===== src/rtl/lcd_scan_pkg.sv =====
package lcd_scan_pkg;

  typedef enum logic [1:0] {
    MODE_NORMAL     = 2'd0,
    MODE_ALL_ON     = 2'd1,
    MODE_ALL_OFF    = 2'd2,
    MODE_POWER_DOWN = 2'd3
  } dispMode_e;

  // Strobes from the scan control to the segment/common datapath.
  typedef struct packed {
    logic scanOn;     // commons are being driven
    logic loadRow;    // capture RAM read data into the row register
    logic frameWrap;  // this step closes the frame
    logic segAllOn;   // force every segment on
    logic segAllOff;  // force every segment off
  } scanStb_t;

endpackage


===== src/rtl/lcd_scan_ctrl.sv =====
module lcd_scan_ctrl
  import lcd_scan_pkg::*;
#(
  parameter int NUM_COM     = 16,
  parameter int STEP_CYCLES = 8,
  parameter int COM_W       = $clog2(NUM_COM),
  parameter int DUTY_W      = $clog2(COM_W + 1)
) (
  input  logic              clk,
  input  logic              rst_n,
  input  logic [DUTY_W-1:0] dutySel,
  input  logic [1:0]        dispMode,
  output logic [COM_W-1:0]  ramAddr,
  output logic [COM_W-1:0]  comIdx,
  output logic              polarity,
  output logic [DUTY_W-1:0] dutyAct,
  output dispMode_e         modeAct,
  output scanStb_t          stb
);

  localparam int PRE_W = (STEP_CYCLES > 2) ? $clog2(STEP_CYCLES) : 1;
  localparam logic [PRE_W-1:0]  PRE_LAST = PRE_W'(STEP_CYCLES - 1);
  localparam logic [DUTY_W-1:0] DUTY_MAX = DUTY_W'(COM_W);

  logic [PRE_W-1:0]  preCnt;
  logic [DUTY_W-1:0] dutyEff;
  logic [COM_W:0]    comCount;
  logic [COM_W-1:0]  lastIdx;
  logic [COM_W-1:0]  nextIdx;
  logic              running;
  logic              stepTick;
  logic              atLast;
  logic              wrap;

  always_comb begin
    running  = (modeAct != MODE_POWER_DOWN);
    dutyEff  = (dutyAct > DUTY_MAX) ? DUTY_MAX : dutyAct;
    comCount = {{COM_W{1'b0}}, 1'b1} << dutyEff;
    lastIdx  = COM_W'(comCount - 1'b1);
    stepTick = running && (preCnt == PRE_LAST);
    atLast   = (comIdx == lastIdx);
    wrap     = stepTick && atLast;
    nextIdx  = atLast ? '0 : comIdx + 1'b1;
    ramAddr  = running ? nextIdx : '0;

    stb.scanOn    = running;
    stb.loadRow   = stepTick || !running;
    stb.frameWrap = wrap;
    stb.segAllOn  = (modeAct == MODE_ALL_ON);
    stb.segAllOff = (modeAct == MODE_ALL_OFF) || !running;
  end

  always_ff @(posedge clk or negedge rst_n) begin
    if (!rst_n) begin
      preCnt   <= '0;
      comIdx   <= '0;
      polarity <= 1'b0;
      dutyAct  <= '0;
      modeAct  <= MODE_POWER_DOWN;
    end else if (!running) begin
      // Scan held at common 0; settings follow the inputs directly.
      preCnt   <= '0;
      comIdx   <= '0;
      polarity <= 1'b0;
      dutyAct  <= dutySel;
      modeAct  <= dispMode_e'(dispMode);
    end else begin
      preCnt <= stepTick ? '0 : preCnt + 1'b1;
      if (stepTick) begin
        comIdx <= nextIdx;
      end
      if (wrap) begin
        polarity <= (dispMode_e'(dispMode) == MODE_POWER_DOWN) ? 1'b0 : ~polarity;
        dutyAct  <= dutySel;
        modeAct  <= dispMode_e'(dispMode);
      end
    end
  end

endmodule


===== src/rtl/lcd_scan_datapath.sv =====
module lcd_scan_datapath
  import lcd_scan_pkg::*;
#(
  parameter int NUM_COM = 16,
  parameter int NUM_SEG = 64,
  parameter int COM_W   = $clog2(NUM_COM),
  parameter int CTR_W   = 4
) (
  input  logic               clk,
  input  logic               rst_n,
  input  scanStb_t           stb,
  input  logic [COM_W-1:0]   comIdx,
  input  logic [NUM_SEG-1:0] ramRdData,
  input  logic [CTR_W-1:0]   contrastIn,
  output logic [NUM_COM-1:0] comSel,
  output logic [NUM_SEG-1:0] segOut,
  output logic [CTR_W-1:0]   contrastOut
);

  logic [NUM_SEG-1:0] rowReg;

  always_ff @(posedge clk or negedge rst_n) begin
    if (!rst_n) begin
      rowReg      <= '0;
      contrastOut <= '0;
    end else begin
      contrastOut <= contrastIn;
      if (stb.loadRow) begin
        rowReg <= ramRdData;
      end
    end
  end

  for (genvar c = 0; c < NUM_COM; c++) begin : gComDec
    assign comSel[c] = stb.scanOn && (comIdx == COM_W'(c));
  end

  always_comb begin
    if (stb.segAllOn) begin
      segOut = '1;
    end else if (stb.segAllOff) begin
      segOut = '0;
    end else begin
      segOut = rowReg;
    end
  end

endmodule


===== src/rtl/lcd_scan_top.sv =====
module lcd_scan_top
  import lcd_scan_pkg::*;
#(
  parameter int NUM_COM     = 16,
  parameter int NUM_SEG     = 64,
  parameter int STEP_CYCLES = 8,
  parameter int CTR_W       = 4,
  localparam int COM_W      = $clog2(NUM_COM),
  localparam int DUTY_W     = $clog2(COM_W + 1)
) (
  input  logic               clk,
  input  logic               rst_n,
  input  logic [DUTY_W-1:0]  dutySel,
  input  logic [1:0]         dispMode,
  input  logic [CTR_W-1:0]   contrastIn,
  input  logic [NUM_SEG-1:0] ramRdData,
  output logic [COM_W-1:0]   ramAddr,
  output logic [NUM_COM-1:0] comSel,
  output logic [NUM_SEG-1:0] segOut,
  output logic               polarity,
  output logic [CTR_W-1:0]   contrastOut
);

  scanStb_t          scanStb;
  logic [COM_W-1:0]  comIdx;
  logic [DUTY_W-1:0] dutyAct;
  dispMode_e         modeAct;

  lcd_scan_ctrl #(
    .NUM_COM    (NUM_COM),
    .STEP_CYCLES(STEP_CYCLES),
    .COM_W      (COM_W),
    .DUTY_W     (DUTY_W)
  ) uCtrl (
    .clk     (clk),
    .rst_n   (rst_n),
    .dutySel (dutySel),
    .dispMode(dispMode),
    .ramAddr (ramAddr),
    .comIdx  (comIdx),
    .polarity(polarity),
    .dutyAct (dutyAct),
    .modeAct (modeAct),
    .stb     (scanStb)
  );

  lcd_scan_datapath #(
    .NUM_COM(NUM_COM),
    .NUM_SEG(NUM_SEG),
    .COM_W  (COM_W),
    .CTR_W  (CTR_W)
  ) uData (
    .clk        (clk),
    .rst_n      (rst_n),
    .stb        (scanStb),
    .comIdx     (comIdx),
    .ramRdData  (ramRdData),
    .contrastIn (contrastIn),
    .comSel     (comSel),
    .segOut     (segOut),
    .contrastOut(contrastOut)
  );

endmodule


===== config.mk =====
export PLATFORM = sky130hd
export DESIGN_NAME = lcd_scan_top
export DESIGN_NICKNAME = d
export VERILOG_FILES = /design/src/rtl/lcd_scan_pkg.sv /design/src/rtl/lcd_scan_ctrl.sv /design/src/rtl/lcd_scan_datapath.sv /design/src/rtl/lcd_scan_top.sv
export SDC_FILE = /design/constraint.sdc
export NUM_CORES = 1
export LEC_CHECK = 0
export ABC_AREA = 1
export ABC_CLOCK_PERIOD_IN_PS = 3400
export CORE_MARGIN = 10
export CORE_UTILIZATION = 30
export DETAILED_ROUTE_END_ITERATION = 6
export GPL_ROUTABILITY_DRIVEN = 0
export SETUP_SLACK_MARGIN = 0.3
export SLEW_MARGIN = 25
export SYNTH_ARGS = -nofsm -noshare
export SYNTH_HDL_FRONTEND = slang
export SYNTH_SLANG_ARGS = --single-unit
export TNS_END_PERCENT = 10

===== constraint.sdc =====
create_clock -name clk -period 3.4 [get_ports clk]
set_clock_uncertainty 0.1 [all_clocks]
set_input_delay 0.68 -clock clk [delete_from_list [all_inputs] [get_ports clk]]
set_output_delay 0.68 -clock clk [all_outputs]
set_load 0.05 [all_outputs]

==> results_dict.tcl <==
set metrics [dict create \
    hold_viol_final 0 \
    synth-seq-cells 81 \
    ys_top_cells_by_count "nand2_1, dfrtp_1, inv_1" \
    slew_violations 0 \
    syn2layout_area_growth_pct 52.02 \
    fp.dieW_um 133.7 \
    whs_ns 0.2976 \
    cts_buffer_depth 2 \
    synthFlopType "dfrtp_1" \
    cp-start-kind "flip-flop" \
    multi_input_area_um2 1376 \
    die_area_um2 17870 \
    firstDrtPassIters 5 \
    grt_pass1_vias 3742 \
    netlist_top_cells_area "dfrtp_1, nand2_1, a21oi_1" \
    yosysUniqueCellTypes 23 \
    grt-ovfl-total 0 \
    seqCellArea_um2 2029 \
    setup_viol 0 \
    synth_top_area_share 0.5098 \
    tightest_slew_ns 0.7382 \
    worstHoldPathType "input pin to async pin" \
    dp_hpwl_um 8417 \
    crit_path_max_fanout 65 \
    path_class "flip-flop to output port" \
    ios 164 \
    numCtsBuffers 9 \
    status "finished clean" \
    finalWirelength_um 11700 \
    fin_nets 713 \
    synth_top_area_cell "dfrtp_1" \
    period_needed_ns 3.041 \
    drtIter0Drc 220 \
    cts.htree.levels 3 \
    die_h_um 133.7 \
    yosysSeqAreaShare 0.5234 \
    syn_inst 486 \
    synth.net_count 567 \
    slew_headroom 0.5078 \
    vias 3618 \
    tns_ns 0 \
    rsz0062_at_grt "true" \
    wire_per_inst_um 14.47 \
    cts_tree "done" \
    start_util 0.3073 \
    antenna_left 0 \
    syn_area_um2 3877 \
    fp.coreArea_um2 12620 \
    synth_edf_count 0 \
    drive_above_1_share 0.07692 \
    n_antenna_cell 0 \
    fin_crit_sh 0.8944 \
    drv_cap 0 \
    async_flop_share 1.000 \
    vias_per_cell 4.472 \
    antenna_found_initial 0 \
    grt_pass1_wl_um 19180 \
    clock-root-buffer "clkbuf_16" \
    fill_cells 1283 \
    fmax_mhz 328.8 \
    numPortBuffers 163 \
    arrival_ns 2.26 \
    drc_errors 0 \
    grt_max_degree 87 \
    avgSynthCellArea_um2 7.978 \
    cts_sinks 81 \
    cts.clk_slew.worst_paths_ns 0.06 \
    endpoint_kind "output port" \
    synth_warnings 0 \
    cp.required_ns 2.62 \
    rows 41 \
    yosysMostFrequentCell "nand2_1" \
    grt_usage 0.1294 \
    clk_latency_ns 0.33 \
]
-- kinds of logic after synthesis --
logic type | Yosys count | share of synthesized area
simple gates | 156 | 0.1633
xor+xnor | 1 | 0.002259
buf+inv | 111 | 0.1217
fa+ha+maj | 6 | 0.01936
compound gates | 131 | 0.1701
flops | 81 | 0.5234
-- routing by layer --
layer,vias to the layer above,part of all wire,GRT usage
met3,9,0.093,0.06128
met1,1694,0.43,0.1574
met2,106,0.46,0.2029
met5,-,0,0
met4,0,0.0096,0.02963
li1,1809,-,-
-- cell type report --
type,count,area share
well taps,172,0.03651
inverters,81,0.05243
multi-input cells,294,0.2335
clock buffers,12,0.04352
repair buffers,165,0.2770
flip-flops and latches,81,0.3443
clock inverters,4,0.01274
-- per-stage QoR --
step	utilization	setup slack (ns)	instances	cell area (um2)
3_5_place_dp	0.4397	0.6694	793	5549
2_1_floorplan	-	0.8967	486	3877
4_1_cts	0.4660	0.3086	809	5881
3_3_place_gp	0.4395	0.4016	793	5547
5_1_grt	0.4671	0.2484	809	5894
6_report	0.4671	0.3590	809	5894
-- sequential cells by signal, indices dropped and copies added (netlist names) --
signal / flops
uCtrl.modeAct: 2
uCtrl.comIdx: 4
uData.contrastOut: 4
uCtrl.dutyAct: 3
uCtrl.polarity: 1
uData.rowReg: 64
uCtrl.preCnt: 3
-- path summary, 6_finish.rpt --
kind	depth (start not counted)	to	slack, ns	start
setup / recovery	3	segOut[43]	0.36	uCtrl.modeAct[0]$_DFFE_PN1P_
hold / removal	1	uData.rowReg[20]$_DFFE_PN0P_	0.30	rst_n
setup reg to reg	8	uCtrl.dutyAct[1]$_DFFE_PN0P_	0.98	uCtrl.modeAct[1]$_DFFE_PN1P_
hold reg to reg	1	uCtrl.preCnt[0]$_DFF_PN0_	0.36	uCtrl.preCnt[0]$_DFF_PN0_
max in group asynchronous	1	uCtrl.dutyAct[2]$_DFFE_PN0P_	2.40	rst_n
min in group clk	1	uCtrl.preCnt[0]$_DFF_PN0_	0.36	uCtrl.preCnt[0]$_DFF_PN0_
-- worst max-delay path: stages, from the launching register on --
cell	delay, ns
dfstp_2	0.57
inv_4	0.24
a21oi_1	0.24
clkdlybuf4s50_1	0.84
-- cell usage in the layout, fill, tap and decap left out, types with 2 or more instances in the layout --
cell and instances:
a21oi_1 66, buf_12 2, buf_4 20, bufinv_16 2, clkbuf_16 9, clkbuf_8 2, clkdlybuf4s50_1 138, clkinvlp_4 2
dfrtp_1 79, dfstp_2 2, dlymetal6s2s_1 4, ha_1 6, inv_1 77, inv_2 2, inv_4 2, nand2_1 105
nand2_2 2, nand3_1 16, nand4_1 5, nor2_1 26, o21ai_0 51, o21ai_1 13
-- what timing repair did --
action | in CTS | in global routing
setup buffers | 0 | 0
resized for setup | 0 | 4
hold buffers | 0 | 0
setup endpoints to repair | 0 | 41
Power is left out: the tool's default activity adds up to more than one toggle a clock period on the data nets, which glitch-free logic cannot reach.
